==> src/rtl/bootcfg_pkg.sv <==
// Shared types for the boot configuration loader.
// Assumes: nothing beyond IEEE 1800-2017.
package bootcfg_pkg;
    // Byte-level bus operations issued by the sequencer.
    typedef enum logic [1:0] {
        OP_START = 2'd0,
        OP_STOP  = 2'd1,
        OP_WRITE = 2'd2,
        OP_READ  = 2'd3
    } bus_op_e;

    // Fixed device-type nibble of the EEPROM address.
    localparam logic [3:0] DEV_TYPE = 4'b1010;

    // Sequencer states.
    typedef enum logic [3:0] {
        S_BOOT, S_START, S_DEVW, S_WORD, S_RSTART,
        S_DEVR, S_DATA, S_STOP, S_FIN
    } seq_state_e;
endpackage

==> src/rtl/strap_latch.sv <==
// Strap capture register.
// Tracks the strap pins on every clock while reset is low, so it ends up
// holding the value from the last edge before release. It is frozen afterwards.
// Assumes: reset is synchronous and held for at least one clock.
module strap_latch #(
    parameter int WIDTH = 3
) (
    input  logic             clk,
    input  logic             rst_n,
    input  logic [WIDTH-1:0] pins,
    output logic [WIDTH-1:0] q
);
    // Follow pins during reset, hold afterwards.
    always_ff @(posedge clk) begin
        if (!rst_n) q <= pins;
    end
endmodule

==> src/rtl/twi_byte_engine.sv <==
// Byte-level two-wire bus master.
// Each command (START, STOP, WRITE byte, READ byte) is split into bit slots.
// Every slot has four quarter phases of QTR_CYCLES clocks each. A data bit is
// driven while SCL is low and sampled at the end of the first high quarter.
// Outputs are registered. Assumes: QTR_CYCLES >= 2, and a command is only
// presented while busy is low.
module twi_byte_engine
    import bootcfg_pkg::*;
#(
    parameter int QTR_CYCLES = 4
) (
    input  logic       clk,
    input  logic       rst_n,
    input  logic       cmd_valid,
    input  bus_op_e    cmd_op,
    input  logic [7:0] cmd_data,
    input  logic       cmd_nack,
    output logic       busy,
    output logic       done,
    output logic [7:0] rx_data,
    output logic       ack_seen,
    output logic       scl_o,
    output logic       sda_oe,
    input  logic       sda_i
);
    localparam int CW = (QTR_CYCLES > 1) ? $clog2(QTR_CYCLES) : 1;
    localparam logic [CW-1:0] QLAST = CW'(QTR_CYCLES - 1);

    logic [CW-1:0] qcnt;
    logic [1:0]    phase;
    logic [3:0]    bitn;
    bus_op_e       op_q;
    logic [7:0]    sh;
    logic          nack_q;
    logic          qend;
    logic          is_byte;
    logic          scl_n;
    logic          low_n;
    logic          bit_low;

    assign qend    = (qcnt == QLAST);
    assign is_byte = (op_q == OP_WRITE) || (op_q == OP_READ);

    // Step quarter counter, phases and bits; shift data and capture acknowledge.
    always_ff @(posedge clk) begin
        if (!rst_n) begin
            busy     <= 1'b0;
            done     <= 1'b0;
            qcnt     <= '0;
            phase    <= 2'd0;
            bitn     <= 4'd0;
            op_q     <= OP_START;
            sh       <= 8'h00;
            nack_q   <= 1'b0;
            rx_data  <= 8'h00;
            ack_seen <= 1'b0;
        end else begin
            done <= 1'b0;
            if (!busy) begin
                if (cmd_valid) begin
                    busy   <= 1'b1;
                    op_q   <= cmd_op;
                    sh     <= cmd_data;
                    nack_q <= cmd_nack;
                    qcnt   <= '0;
                    phase  <= 2'd0;
                    bitn   <= 4'd0;
                end
            end else if (!qend) begin
                qcnt <= qcnt + 1'b1;
            end else begin
                qcnt  <= '0;
                phase <= phase + 2'd1;
                if (phase == 2'd1 && is_byte) begin
                    if (bitn == 4'd8)          ack_seen <= !sda_i;
                    else if (op_q == OP_READ)  sh <= {sh[6:0], sda_i};
                end
                if (phase == 2'd3) begin
                    if (!is_byte || bitn == 4'd8) begin
                        busy    <= 1'b0;
                        done    <= 1'b1;
                        rx_data <= sh;
                    end else begin
                        bitn <= bitn + 4'd1;
                        if (op_q == OP_WRITE) sh <= {sh[6:0], 1'b0};
                    end
                end
            end
        end
    end

    // Data-line level wanted during a bit slot of a byte command.
    always_comb begin
        if (bitn == 4'd8) bit_low = (op_q == OP_READ) ? !nack_q : 1'b0;
        else              bit_low = (op_q == OP_WRITE) ? !sh[7] : 1'b0;
    end

    // Decode phase into the next bus levels; hold the levels while idle.
    always_comb begin
        scl_n = scl_o;
        low_n = sda_oe;
        if (busy) begin
            unique case (op_q)
                OP_START: begin
                    scl_n = (phase == 2'd1) || (phase == 2'd2);
                    low_n = (phase >= 2'd2);
                end
                OP_STOP: begin
                    scl_n = (phase != 2'd0);
                    low_n = (phase <= 2'd1);
                end
                default: begin
                    scl_n = (phase == 2'd1) || (phase == 2'd2);
                    low_n = bit_low;
                end
            endcase
        end
    end

    // Register bus outputs; released bus after reset.
    always_ff @(posedge clk) begin
        if (!rst_n) begin
            scl_o  <= 1'b1;
            sda_oe <= 1'b0;
        end else begin
            scl_o  <= scl_n;
            sda_oe <= low_n;
        end
    end
endmodule

==> src/rtl/cfg_fetch_seq.sv <==
// Load sequencer.
// After reset it either finishes at once (fetching off) or walks the EEPROM
// read transaction: START, address+write, word 0x00, repeated START,
// address+read, NUM_BYTES reads (the last one NACKed), STOP. Each received
// byte is offered for storage. A NACK on an address byte sets a sticky
// error and ends with STOP. Assumes: the engine raises done for exactly one
// clock, in the same edge that busy falls.
module cfg_fetch_seq
    import bootcfg_pkg::*;
#(
    parameter int NUM_BYTES = 32
) (
    input  logic                         clk,
    input  logic                         rst_n,
    input  logic                         fetch_en,
    input  logic [1:0]                   addr_sel,
    input  logic                         eng_busy,
    input  logic                         eng_done,
    input  logic [7:0]                   eng_rx,
    input  logic                         eng_ack,
    output logic                         cmd_valid,
    output bus_op_e                      cmd_op,
    output logic [7:0]                   cmd_data,
    output logic                         cmd_nack,
    output logic                         byte_we,
    output logic [$clog2(NUM_BYTES)-1:0] byte_idx,
    output logic [7:0]                   byte_val,
    output logic                         load_ok,
    output logic                         load_err
);
    localparam int IW = $clog2(NUM_BYTES);
    localparam logic [IW-1:0] LAST = IW'(NUM_BYTES - 1);

    seq_state_e    st;
    logic          issued;
    logic [IW-1:0] cnt;
    logic          active;
    logic [6:0]    dev_addr;

    assign active   = (st != S_BOOT) && (st != S_FIN);
    assign dev_addr = {DEV_TYPE, addr_sel, 1'b0};

    // Advance through the transaction and record the outcome.
    always_ff @(posedge clk) begin
        if (!rst_n) begin
            st       <= S_BOOT;
            issued   <= 1'b0;
            cnt      <= '0;
            load_ok  <= 1'b0;
            load_err <= 1'b0;
        end else if (st == S_BOOT) begin
            st <= fetch_en ? S_START : S_FIN;
        end else if (active) begin
            if (!issued && !eng_busy) issued <= 1'b1;
            if (eng_done) begin
                issued <= 1'b0;
                unique case (st)
                    S_START:  st <= S_DEVW;
                    S_DEVW:   begin
                        if (eng_ack) st <= S_WORD;
                        else begin load_err <= 1'b1; st <= S_STOP; end
                    end
                    S_WORD:   st <= S_RSTART;
                    S_RSTART: st <= S_DEVR;
                    S_DEVR:   begin
                        if (eng_ack) st <= S_DATA;
                        else begin load_err <= 1'b1; st <= S_STOP; end
                    end
                    S_DATA:   begin
                        cnt <= cnt + 1'b1;
                        if (cnt == LAST) begin
                            load_ok <= 1'b1;
                            st      <= S_STOP;
                        end
                    end
                    S_STOP:   st <= S_FIN;
                    default:  st <= S_FIN;
                endcase
            end
        end
    end

    // Command for the current state.
    always_comb begin
        cmd_valid = active && !issued && !eng_busy;
        cmd_nack  = (cnt == LAST);
        cmd_data  = 8'h00;
        unique case (st)
            S_START, S_RSTART: cmd_op = OP_START;
            S_DEVW:  begin cmd_op = OP_WRITE; cmd_data = {dev_addr, 1'b0}; end
            S_WORD:  begin cmd_op = OP_WRITE; cmd_data = 8'h00; end
            S_DEVR:  begin cmd_op = OP_WRITE; cmd_data = {dev_addr, 1'b1}; end
            S_DATA:  cmd_op = OP_READ;
            default: cmd_op = OP_STOP;
        endcase
    end

    // Offer each received data byte for storage.
    assign byte_we  = (st == S_DATA) && eng_done;
    assign byte_idx = cnt;
    assign byte_val = eng_rx;
endmodule

==> src/rtl/boot_cfg_loader.sv <==
// Top level: strap capture, load sequencer, two-wire master and image register.
// The core reset is released once the configuration is settled. That is the
// first clock after system reset when fetching is off, or one clock after the
// last byte is stored when it is on. It is never released after an address
// NACK. Assumes: sys_rst_n is synchronous to clk.
module boot_cfg_loader
    import bootcfg_pkg::*;
#(
    parameter int NUM_BYTES  = 32,
    parameter int QTR_CYCLES = 4,
    parameter logic [NUM_BYTES*8-1:0] DEFAULT_IMAGE = {NUM_BYTES{8'h3C}}
) (
    input  logic                   clk,
    input  logic                   sys_rst_n,
    input  logic                   strap_fetch_en,
    input  logic [1:0]             strap_sel,
    output logic                   scl_o,
    output logic                   sda_oe,
    input  logic                   sda_i,
    output logic                   core_rst_n,
    output logic [1:0]             rom_width,
    output logic                   load_err,
    output logic [NUM_BYTES*8-1:0] cfg_image
);
    localparam int IW = $clog2(NUM_BYTES);

    logic [2:0]    straps_q;
    logic          fetch_en_q;
    logic [1:0]    sel_q;
    logic          cmd_valid;
    bus_op_e       cmd_op;
    logic [7:0]    cmd_data;
    logic          cmd_nack;
    logic          eng_busy;
    logic          eng_done;
    logic [7:0]    eng_rx;
    logic          eng_ack;
    logic          byte_we;
    logic [IW-1:0] byte_idx;
    logic [7:0]    byte_val;
    logic          load_ok;

    strap_latch #(.WIDTH(3)) u_straps (
        .clk   (clk),
        .rst_n (sys_rst_n),
        .pins  ({strap_fetch_en, strap_sel}),
        .q     (straps_q)
    );

    assign fetch_en_q = straps_q[2];
    assign sel_q      = straps_q[1:0];
    assign rom_width  = fetch_en_q ? 2'b00 : sel_q;

    cfg_fetch_seq #(.NUM_BYTES(NUM_BYTES)) u_seq (
        .clk       (clk),
        .rst_n     (sys_rst_n),
        .fetch_en  (fetch_en_q),
        .addr_sel  (sel_q),
        .eng_busy  (eng_busy),
        .eng_done  (eng_done),
        .eng_rx    (eng_rx),
        .eng_ack   (eng_ack),
        .cmd_valid (cmd_valid),
        .cmd_op    (cmd_op),
        .cmd_data  (cmd_data),
        .cmd_nack  (cmd_nack),
        .byte_we   (byte_we),
        .byte_idx  (byte_idx),
        .byte_val  (byte_val),
        .load_ok   (load_ok),
        .load_err  (load_err)
    );

    twi_byte_engine #(.QTR_CYCLES(QTR_CYCLES)) u_eng (
        .clk       (clk),
        .rst_n     (sys_rst_n),
        .cmd_valid (cmd_valid),
        .cmd_op    (cmd_op),
        .cmd_data  (cmd_data),
        .cmd_nack  (cmd_nack),
        .busy      (eng_busy),
        .done      (eng_done),
        .rx_data   (eng_rx),
        .ack_seen  (eng_ack),
        .scl_o     (scl_o),
        .sda_oe    (sda_oe),
        .sda_i     (sda_i)
    );

    // Image register: defaults in reset, then overwritten byte by byte.
    always_ff @(posedge clk) begin
        if (!sys_rst_n)   cfg_image <= DEFAULT_IMAGE;
        else if (byte_we) cfg_image[byte_idx*8 +: 8] <= byte_val;
    end

    // Core reset release once the configuration is settled.
    always_ff @(posedge clk) begin
        if (!sys_rst_n)                  core_rst_n <= 1'b0;
        else if (!fetch_en_q || load_ok) core_rst_n <= 1'b1;
    end
endmodule

==> config.mk <==
export PLATFORM = sky130hd
export DESIGN_NAME = boot_cfg_loader
export DESIGN_NICKNAME = d
export VERILOG_FILES = /design/src/rtl/bootcfg_pkg.sv /design/src/rtl/strap_latch.sv /design/src/rtl/twi_byte_engine.sv /design/src/rtl/cfg_fetch_seq.sv /design/src/rtl/boot_cfg_loader.sv
export SDC_FILE = /design/constraint.sdc
export NUM_CORES = 1
export LEC_CHECK = 0
export BUFFER_PORTS_ARGS = -buffer_cell sky130_fd_sc_hd__buf_2
export CORE_UTILIZATION = 25
export DETAILED_ROUTE_END_ITERATION = 6
export GPL_TIMING_DRIVEN = 1
export SETUP_SLACK_MARGIN = 0.2
export SYNTH_ARGS = -nofsm -noshare
export SYNTH_HDL_FRONTEND = slang
export SYNTH_SLANG_ARGS = --single-unit
==> constraint.sdc <==
create_clock -name clk -period 7.3 [get_ports clk]
set_clock_uncertainty 0.15 [all_clocks]
set_input_delay 1.46 -clock clk [delete_from_list [all_inputs] [get_ports clk]]
set_output_delay 1.46 -clock clk [all_outputs]
set_load 0.05 [all_outputs]
# Word level (Yosys, flattened, before mapping)
# Index checks and enable logic that the tools add are counted.
[totals]
ff_bits = 304
in_bits = 6
elab_cells = 135
[classes]
bitwise = 3
n_addsub = 5
n_mux = 44
eq_ne = 20
reduce_logical = 39
n_lt_le_gt_ge = 2
shift = 2
[ops]
columns = ["operator", "count"]
rows = [
  ["bitwise mux 256 bit", 1],
  ["variable shift 8 x 34 -> 256 bit, first input constant", 1],
  ["indexed part select 8 x 34 -> 256 bit", 1],
  ["2-to-1 mux 8 bit", 9],
  ["2-to-1 mux 4 bit", 10],
  ["negator 8 -> 34 bit", 1],
  ["one-hot mux 4 bit (6 select lines)", 1],
  ["AND reduction 4 bit", 5],
  ["one-hot mux 8 bit (2 select lines)", 1],
  ["2-to-1 mux 1 bit", 13],
  ["== test 4 x 3 -> 1 bit, second input constant", 3],
  ["2-to-1 mux 2 bit", 6],
  ["== test 2 bit, second input constant", 5],
  ["AND reduction 5 bit", 2],
  ["nonzero test 2 bit", 5],
  ["== test 4 x 2 -> 1 bit, second input constant", 2],
  ["logical NOT 1 bit", 7],
  ["logical AND 1 bit", 6],
  ["inequality test 2 bit, second input constant", 3],
  ["one-hot mux 2 bit (3 select lines)", 1],
  ["AND reduction 3 bit", 2],
  ["adder 5 x 1 -> 5 bit, second input constant", 1],
  ["== test 5 bit, second input constant", 1],
  ["adder 2 x 1 -> 2 bit, second input constant", 2],
  ["18 further kinds", 26],
]

# Longest topological paths before layout
# Gate-level depths: netlist of the first run.
[logic_depth]
ltp_word = 9
ltp_mapped = 10
depth_no_buf = 8

# Modules after synthesis
# A second synthesis of the first run with hierarchy kept.
[unflattened]
hier_cells = 1374
area_unflattened_um2 = 12318.1
[by_module_without_submodules]
columns = ["module", "area_per_inst_um2", "cells_each", "instances"]
rows = [
  ["boot_cfg_loader", 9644.2, 1070, 1],
  ["twi_byte_engine", 1806.7, 206, 1],
  ["cfg_fetch_seq", 773.2, 94, 1],
  ["strap_latch", 93.8, 4, 1],
]

# Worst setup path before layout of the first run
# No wires, ideal clock.
[synth_timing]
kind = "reg2reg"
start = "register u_seq.cnt[0], in the netlist u_seq.byte_idx[0]"
end = "register cfg_image[0]"
setup_slack_ns = 4.337
path_stages_with_launch = 10
period_less_slack_ns = 2.963
t_arrival_ns = 2.743
cell_sequence = "dfxtp_1 > buf_2 > inv_1 > ha_1 > nor3b_1 > ha_1 > or3b_2 > nor4_1 > nand4_1 > a21oi_1"
[synth_via]
elab_chain_cells = 3
elab_cells_between_ends = 4
[synth_lines]
columns = ["element", "line", "source"]
rows = [
  ["from (decl)", "cfg_fetch_seq.sv:36", "logic [IW-1:0] cnt;"],
  ["from (signal assigned)", "cfg_fetch_seq.sv:70", "cnt <= cnt + 1'b1;"],
  ["negator 8 -> 34 bit (*)", "boot_cfg_loader.sv:93", "else if (byte_we) cfg_image[byte_idx*8 +: 8] <= byte_val;"],
  ["indexed part select 8 x 34 -> 256 bit / variable shift 8 x 34 -> 256 bit (equally long branches)", "boot_cfg_loader.sv:93", ""],
  ["bitwise mux 256 bit (*)", "boot_cfg_loader.sv:93", ""],
  ["to (signal, indexed assignment)", "boot_cfg_loader.sv:93", ""],
  ["to (decl)", "boot_cfg_loader.sv:23", "output logic [NUM_BYTES*8-1:0] cfg_image"],
]
# Every way passes the cells marked *; elsewhere a longest branch is shown, timed or not.
# A chain may end at the register's enable or synchronous reset.

# Worst setup path after layout of the first run
[layout_timing]
start = "register u_seq.cnt[0], in the netlist u_seq.byte_idx[0]"
end = "register cfg_image[84]"
# The elaborated chain is that of the path after synthesis.

==> metrics.log, run 1 <==
INFO  metric design.final.nets = 1535
INFO  metric critPathKind = reg2reg
INFO  metric area_delta_synth_final = 25.7%
INFO  metric worst-path-buf-inv = 1
INFO  metric first_global_vias = 9847
INFO  metric post_cts_clock_slew_at_the_launch_and_capture_registers_of_the_worst_setup_and_hold_paths = 0.06 ns
INFO  metric design.core.area = 0.0488 mm²
INFO  metric ant_nets = 0
INFO  metric tritoncts.num_buffers = 36
INFO  metric die_x = 224 µm
INFO  metric path_delay_family = simple AND/OR/NAND/NOR gates
INFO  metric clock-root-buffer = clkbuf_16
INFO  metric area_of_combinational_cells_with_multiple_inputs = 0.00585 mm²
INFO  metric status = complete, no violations
INFO  metric fin_util = 0.318
INFO  metric grt_remaining_overflow = 0
INFO  metric fp.dieH = 224 µm
INFO  metric diodes = 0
INFO  metric initial_core_util = 0.253
INFO  metric holdCritPathClass = reg2reg
INFO  metric critical-path-slowest-cell = a21boi_1
INFO  metric max_slew_margin = 0.195
INFO  metric detail_route.iter0.violations = 601
INFO  metric initial_antenna_violation_count = 0
INFO  metric post-route-drc-count = 0
INFO  metric setup_slack_at_placement = 3.20 ns
INFO  metric p_int = 2.86 mW
INFO  metric power.clock.fraction = 0.505
INFO  metric first_pass_iters = 7
INFO  metric synth_area = 0.0124 mm²
INFO  metric warnings_from_yosys = 0
INFO  metric worst_hold_slack = 0.305 ns
INFO  metric worstPathArrival = 4.38 ns
INFO  metric layout_min_cycle_time = 4.08 ns
INFO  metric syn_avg_cell_area = 9.62 µm²
INFO  metric cpMostUsedCell = ha_1
INFO  metric synth_enable_flop_cells = 3
INFO  metric critical_path_peak_fanout = 17
INFO  metric switching_share = 0.225
INFO  metric i_o_pin_total = 268
INFO  metric global_placer_s_final_weighted_congestion = 0.807
INFO  metric ff2ff_setup_slack = 3.22 ns
INFO  metric timing.setup.tns = 0 ns
INFO  metric post_route_cells_drive_above_1_share = 0.244
INFO  metric cap_viol_max_count = 0
INFO  metric area_used_by_sequential_logic_in_the_layout = 0.00612 mm²
INFO  metric groute.usage.overall = 0.160
INFO  metric postSynthCellCount = 1286
INFO  metric worst_hold_path.num_cells = 2
INFO  metric p_sw = 828 µW
INFO  metric critical_path_required = 7.60 ns
INFO  metric startpoint_of_the_worst_hold_path = cfg_image[168]
INFO  metric dpl.hpwl = 29.2 mm
INFO  metric finalCritPeriodShare = 0.559
INFO  metric filler_cell_count = 5077
INFO  metric ir_worst_vdd = 0.141 mV
INFO  metric power_per_cell_area = 237 mW/mm²
INFO  metric grt_pass1_wl = 61.0 mm
INFO  metric category_of_the_worst_setup_path_launch_point = register
INFO  metric cts_sinks = 304
INFO  metric post_synth_num_cell_types = 61
INFO  metric grt_max_degree = 130
INFO  metric regToRegEndpoint = cfg_image[84]
INFO  metric asyncSetResetFlopFracSynth = 0
INFO  metric vias_after_detailed_routing = 10400
INFO  metric kind_of_end_point_of_the_critical_path = register
INFO  metric cts_post_setup_buffers_inserted = 0
INFO  metric hold_viol = 0
INFO  metric ys_dominant_reg_cell = dfxtp_1
INFO  metric worst_r2r_startpoint = u_seq.byte_idx[0]
INFO  metric post_route_worst_setup_slack = 3.22 ns
INFO  metric comb_power_share = 0.035
INFO  metric crit_chain = inv_1 > ha_1 > nor3b_1 > ha_1 > a21boi_1 > nand4_1 > mux2i_1
INFO  metric fmax = 245 MHz
INFO  metric cts_hold_repair.buffers = 0
INFO  metric synth_fp_nets = 1303
INFO  metric register_bit_count_reported_by_yosys = 304
INFO  metric floorplan.rows = 81
INFO  metric fp.dieArea = 0.0504 mm²
INFO  metric clk_latency = 0.54 ns
INFO  metric totalWireLength = 41.8 mm
INFO  metric share_of_synthesized_area_occupied_by_flip_flops_and_latches = 0.494
INFO  metric cts_repair_resize_count = 0
INFO  metric hold-path-endpoint = cfg_image[168]
INFO  metric slew_violations = 0
INFO  metric place.port_buffers = 267
INFO  metric tritoncts = built
INFO  metric reg2regPathDepth = 7
INFO  metric vias_per_cell = 4.74
INFO  metric cp_slowest_stage_delay = 0.86 ns
INFO  metric p_leak = 7.18 nW
INFO  metric number_of_endpoints_failing_setup_at_the_final_stage = 0
INFO  metric cts-htree-levels = 2
INFO  metric grt_setup_unrepaired = no
INFO  metric power.share.sequential = 0.460
INFO  metric worst_pin_slew = 1.21 ns
INFO  metric wl_per_cell = 18.9 µm
INFO  metric clk_path_buf_depth = 3
## worst max path at each step
stage | start | to | depth (start not counted)
after floorplan | u_seq.byte_idx[0] | cfg_image[0] | 9
after global placement | sys_rst_n | cfg_image[81] | 4
after detailed placement | u_seq.byte_idx[0] | cfg_image[83] | 7
after CTS | u_seq.byte_idx[0] | cfg_image[86] | 7
after global routing | u_seq.byte_idx[0] | cfg_image[86] | 7
final | u_seq.byte_idx[0] | cfg_image[84] | 7
## metal layers
layer / wire (µm) / track usage / vias up / share of wire
li1: - / - / 4966 / -
met4: 1050 / 0.0467 / 0 / 0.025
met1: 18200 / 0.205 / 5105 / 0.44
met2: 19600 / 0.262 / 314 / 0.47
met5: 0 / 0 / - / 0
met3: 2880 / 0.0404 / 62 / 0.069
## cell usage after synthesis, drive strengths merged (4+ instances only)
master  instances  share of area
mux2i         242           0.20
a211oi          5         0.0030
a32o            4         0.0032
buf            18         0.0083
nor3           11         0.0057
dfxtp         301           0.49
clkbuf         71          0.022
nand4          19          0.011
nor2          151          0.046
nor2b           4         0.0020
o31ai           4         0.0024
or4             7         0.0046
o21ai          23         0.0093
and2            4         0.0020
nor4b           5         0.0035
nand3          48          0.027
a22o            8         0.0057
and3            8         0.0040
nor4            9         0.0051
a31oi          47          0.024
a21oi          28          0.011
nand2         175          0.053
a211o           4         0.0028
nand2b          5         0.0025
ha             11          0.011
inv            19         0.0058
o21a           11         0.0067
## cells by family (layout without fill, tap and decap cells)
group,after synthesis,count (layout),synth area share
mux,242,242,0.196
compound gates,151,151,0.0803
fa+ha+maj,11,11,0.0111
buf+inv,108,364,0.0356
simple gates,465,465,0.179
flops,304,304,0.494
xor+xnor,5,5,0.00354
## through the flow
step | cells | power (mW) | instance area [µm²]
floorplan | 1286 | 1.82 | 12400
global placement | 2144 | 1.86 | 14300
detailed placement | 2144 | 1.86 | 14300
CTS | 2206 | 3.74 | 15500
global route | 2206 | 3.82 | 15500
finish | 2206 | 3.69 | 15500
## layout by cell type (no fill, tap or decap), types with 8 or more instances in the layout
master and instances:
o21a_1 11, nand3_1 30, nor2_1 151, a22o_1 8
nand4_1 16, a21oi_1 28, clkbuf_1 9, buf_2 266
dfxtp_1 301, nand2_1 175, o21ai_0 23, clkbuf_8 8
ha_1 11, mux2i_1 242, a31oi_1 47, inv_1 18
and3_1 8, clkbuf_16 37, nand3_2 18, buf_4 16
## layout make-up
type / count / area share
repair buffers: 283 / 0.0941
clock inverters: 8 / 0.00901
inverters: 19 / 0.00491
flip-flops and latches: 304 / 0.393
clock buffers: 54 / 0.0688
well taps: 664 / 0.0534
multi-input cells: 874 / 0.376
## sequential cells by signal (all words and copies together), names as in the netlist
| name | count |
|---|---|
| u_eng.nack_q | 1 |
| u_seq.byte_idx | 5 |
| u_eng.qcnt | 2 |
| u_eng.ack_seen | 1 |
| u_seq.issued | 1 |
| u_eng.rx_data | 8 |
| u_eng.phase | 2 |
| u_eng.done | 1 |
| u_seq.st | 4 |
| u_eng.busy | 1 |
| u_eng.sda_oe | 1 |
| u_seq.load_err | 1 |
| core_rst_n | 1 |
| u_eng.bitn | 4 |
| u_seq.load_ok | 1 |
| u_eng.scl_o | 1 |
| cfg_image | 256 |
| u_straps.q | 3 |
| u_eng.sh | 8 |
| u_eng.op_q | 2 |
## power groups by stage
stage,clock [mW],combinational [mW],sequential (mW)
floorplan,0,0.103,1.72
global placement,0,0.125,1.73
detailed placement,0,0.128,1.73
CTS,1.91,0.129,1.69
global route,1.98,0.142,1.70
finish,1.86,0.128,1.70
## worst reg2reg max path, cell delays in order, from the launching register on
cell,delay (ns)
dfxtp_1,0.66
inv_1,0.13
ha_1,0.30
nor3b_1,0.17
ha_1,0.57
a21boi_1,0.86
nand4_1,0.80
mux2i_1,0.35
(Power assumes the default switching activity.)
==> inputs of run 2 (changes only) <==
- clock period: 7.3 -> 3.75 ns (I/O delays scaled with it)
==> run 2 against run 1 <==
Against the previous run: clock power up 80%; power up 87%; via count increased by 1.7%; die area unchanged; critical path depth unchanged; critical endpoint is now cfg_image[220]; clock-buffer cell count is 1 lower; worst hold slack worse by 0.055 ns; critical path type unchanged; largest cell class unchanged; wire length is 1.5% higher; largest power group unchanged; maximum frequency is 30% higher.
==> metrics.log, run 2 (synthesis results as in run 1) <==
INFO  metric status = complete, no violations
INFO  metric power_per_cell_area = 442 mW/mm²
INFO  metric crit_chain = inv_1 > ha_1 > nor3b_1 > ha_1 > or4_4 > or4b_1 > mux2i_1
INFO  metric finalCritPeriodShare = 0.838
INFO  metric regToRegEndpoint = cfg_image[220]
INFO  metric worst-path-buf-inv = 1
INFO  metric grt_max_degree = 90
INFO  metric place.port_buffers = 267
INFO  metric ff2ff_setup_slack = 0.61 ns
INFO  metric vias_after_detailed_routing = 10600
INFO  metric worst_pin_slew = 1.01 ns
INFO  metric clock-root-buffer = clkbuf_16
INFO  metric startpoint_of_the_worst_hold_path = strap_sel[0]
INFO  metric cpMostUsedCell = ha_1
INFO  metric diodes = 0
INFO  metric largestRegisters = cfg_image x256, u_eng.rx_data x8, u_eng.sh x8
INFO  metric cts-htree-levels = 2
INFO  metric worstPathArrival = 3.38 ns
INFO  metric worst_hold_path.num_cells = 1
INFO  metric p_int = 5.31 mW
INFO  metric wl_per_cell = 19.0 µm
INFO  metric critPathKind = reg2reg
INFO  metric design.core.area = 0.0488 mm²
INFO  metric comb_power_share = 0.038
INFO  metric power.clock.fraction = 0.485
INFO  metric timing.setup.tns = 0 ns
INFO  metric hold-path-endpoint = u_straps.q[0]
INFO  metric kind_of_end_point_of_the_critical_path = register
INFO  metric cap_viol_max_count = 0
INFO  metric detail_route.iter0.violations = 704
INFO  metric first_pass_iters = 5
INFO  metric ant_nets = 0
INFO  metric placedInstanceArea = 0.0145 mm²
INFO  metric floorplan.rows = 81
INFO  metric cts_post_setup_buffers_inserted = 0
INFO  metric post_cts_clock_slew_at_the_launch_and_capture_registers_of_the_worst_setup_and_hold_paths = 0.06 ns
INFO  metric post-route-drc-count = 0
INFO  metric path_delay_family = simple AND/OR/NAND/NOR gates
INFO  metric tritoncts.num_buffers = 34
INFO  metric layout_cell_area_excl_fill = 0.0156 mm²
INFO  metric first_global_vias = 10300
INFO  metric initial_core_util = 0.253
INFO  metric cp_slowest_stage_delay = 0.77 ns
INFO  metric p_sw = 1.60 mW
INFO  metric grt_pass1_wl = 63.3 mm
INFO  metric clk_latency = 0.54 ns
INFO  metric area_delta_synth_final = 26.4%
INFO  metric cts_hold_repair.buffers = 0
INFO  metric number_of_endpoints_failing_setup_at_the_final_stage = 0
INFO  metric design.final.nets = 1556
INFO  metric layout_min_cycle_time = 3.14 ns
INFO  metric fp.dieArea = 0.0504 mm²
INFO  metric dpl.hpwl = 30.7 mm
INFO  metric post_route_cells_drive_above_1_share = 0.253
INFO  metric fp.dieH = 224 µm
INFO  metric worst_r2r_startpoint = u_seq.byte_idx[1]
INFO  metric slew_violations = 0
INFO  metric clk_path_buf_depth = 3
INFO  metric critical-path-slowest-cell = or4b_1
INFO  metric category_of_the_worst_setup_path_launch_point = register
INFO  metric largest_register_ff_count = 256
INFO  metric layout_commonest_cell = dfxtp_1
INFO  metric switching_share = 0.231
INFO  metric fmax = 318 MHz
INFO  metric vias_per_cell = 4.77
INFO  metric global_placer_s_final_weighted_congestion = 0.824
INFO  metric tritoncts = built
INFO  metric reg2regPathDepth = 7
INFO  metric cts_sinks = 304
INFO  metric critical_path_required = 3.99 ns
INFO  metric grt_remaining_overflow = 0
INFO  metric i_o_pin_total = 268
INFO  metric grt_setup_unrepaired = no
INFO  metric p_leak = 7.24 nW
INFO  metric initial_antenna_violation_count = 0
INFO  metric power.share.sequential = 0.477
INFO  metric hold_viol = 0
INFO  metric totalWireLength = 42.4 mm
INFO  metric holdCritPathClass = in2reg
INFO  metric max_slew_margin = 0.324
INFO  metric ir_worst_vdd = 0.231 mV
INFO  metric cts_repair_resize_count = 0
INFO  metric regMostFlops = cfg_image
INFO  metric critical_path_peak_fanout = 12
INFO  metric filler_cell_count = 5172
INFO  metric die_x = 224 µm
INFO  metric mostFrequentLayoutCells = 301 x dfxtp_1, 266 x buf_2, 242 x mux2i_1
INFO  metric groute.usage.overall = 0.165
[run 2: changes by cell type in the layout (fill, tap and decap cells not counted), moves of 2 or more]
| cell | change |
|---|---|
| clkbuf_1 | +3 |
| buf_4 | +21 |
| clkbuf_16 | -2 |
| buf_12 | +2 |
| bufinv_16 | -2 |
| clkbuf_8 | -2 |
[run 2: worst max-delay path by stage]
stage                     cells after the start               from             end  slack (ns)
after floorplan                               9  u_seq.byte_idx[0]    cfg_image[0]        0.79
after global placement                        9  u_seq.byte_idx[1]    cfg_image[3]        0.72
after detailed placement                      7  u_seq.byte_idx[1]  cfg_image[220]        0.66
after CTS                                     7  u_seq.byte_idx[1]  cfg_image[220]        0.64
after global routing                          9  u_seq.byte_idx[1]    cfg_image[4]        0.44
final                                         7  u_seq.byte_idx[1]  cfg_image[220]        0.61
[run 2: final cells by class]
class / instances / area [µm²] / area share
Tap cell: 664 / 831 / 0.0531
Multi-Input combinational cell: 874 / 5850 / 0.374
Sequential cell: 304 / 6120 / 0.391
Timing Repair Buffer: 306 / 1660 / 0.106
Clock buffer: 53 / 1000 / 0.0642
Clock inverter: 8 / 100 / 0.00640
Inverter: 19 / 76.3 / 0.00488
[run 2: per-stage QoR]
step	worst slack, ns	power, mW	util	hold WS (ns)	instances
after CTS	0.639	7.01	0.320	0.212	2228
final	0.606	6.91	0.320	0.250	2228
after floorplan	0.787	3.55	-	0.287	1286
after global routing	0.440	7.16	0.320	0.215	2228
after detailed placement	0.657	3.63	0.298	0.297	2167
after global placement	0.722	3.63	0.298	0.291	2167
[run 2: per-layer routing]
layer  wire, µm  up-vias  part of all wire  track usage
met5          0        -                 0            0
met4        980        0             0.023       0.0481
met3       2690       67             0.064       0.0400
met2      20400      349              0.48        0.276
met1      18300     5181              0.43        0.208
li1           -     5023                 -            -
[run 2: power by group through the flow]
stage / Clock, mW / Sequential (mW) / Combinational (mW)
floorplan: 0 / 3.35 / 0.200
global placement: 0 / 3.37 / 0.256
detailed placement: 0 / 3.37 / 0.262
CTS: 3.45 / 3.30 / 0.262
global route: 3.57 / 3.30 / 0.286
finish: 3.35 / 3.30 / 0.260
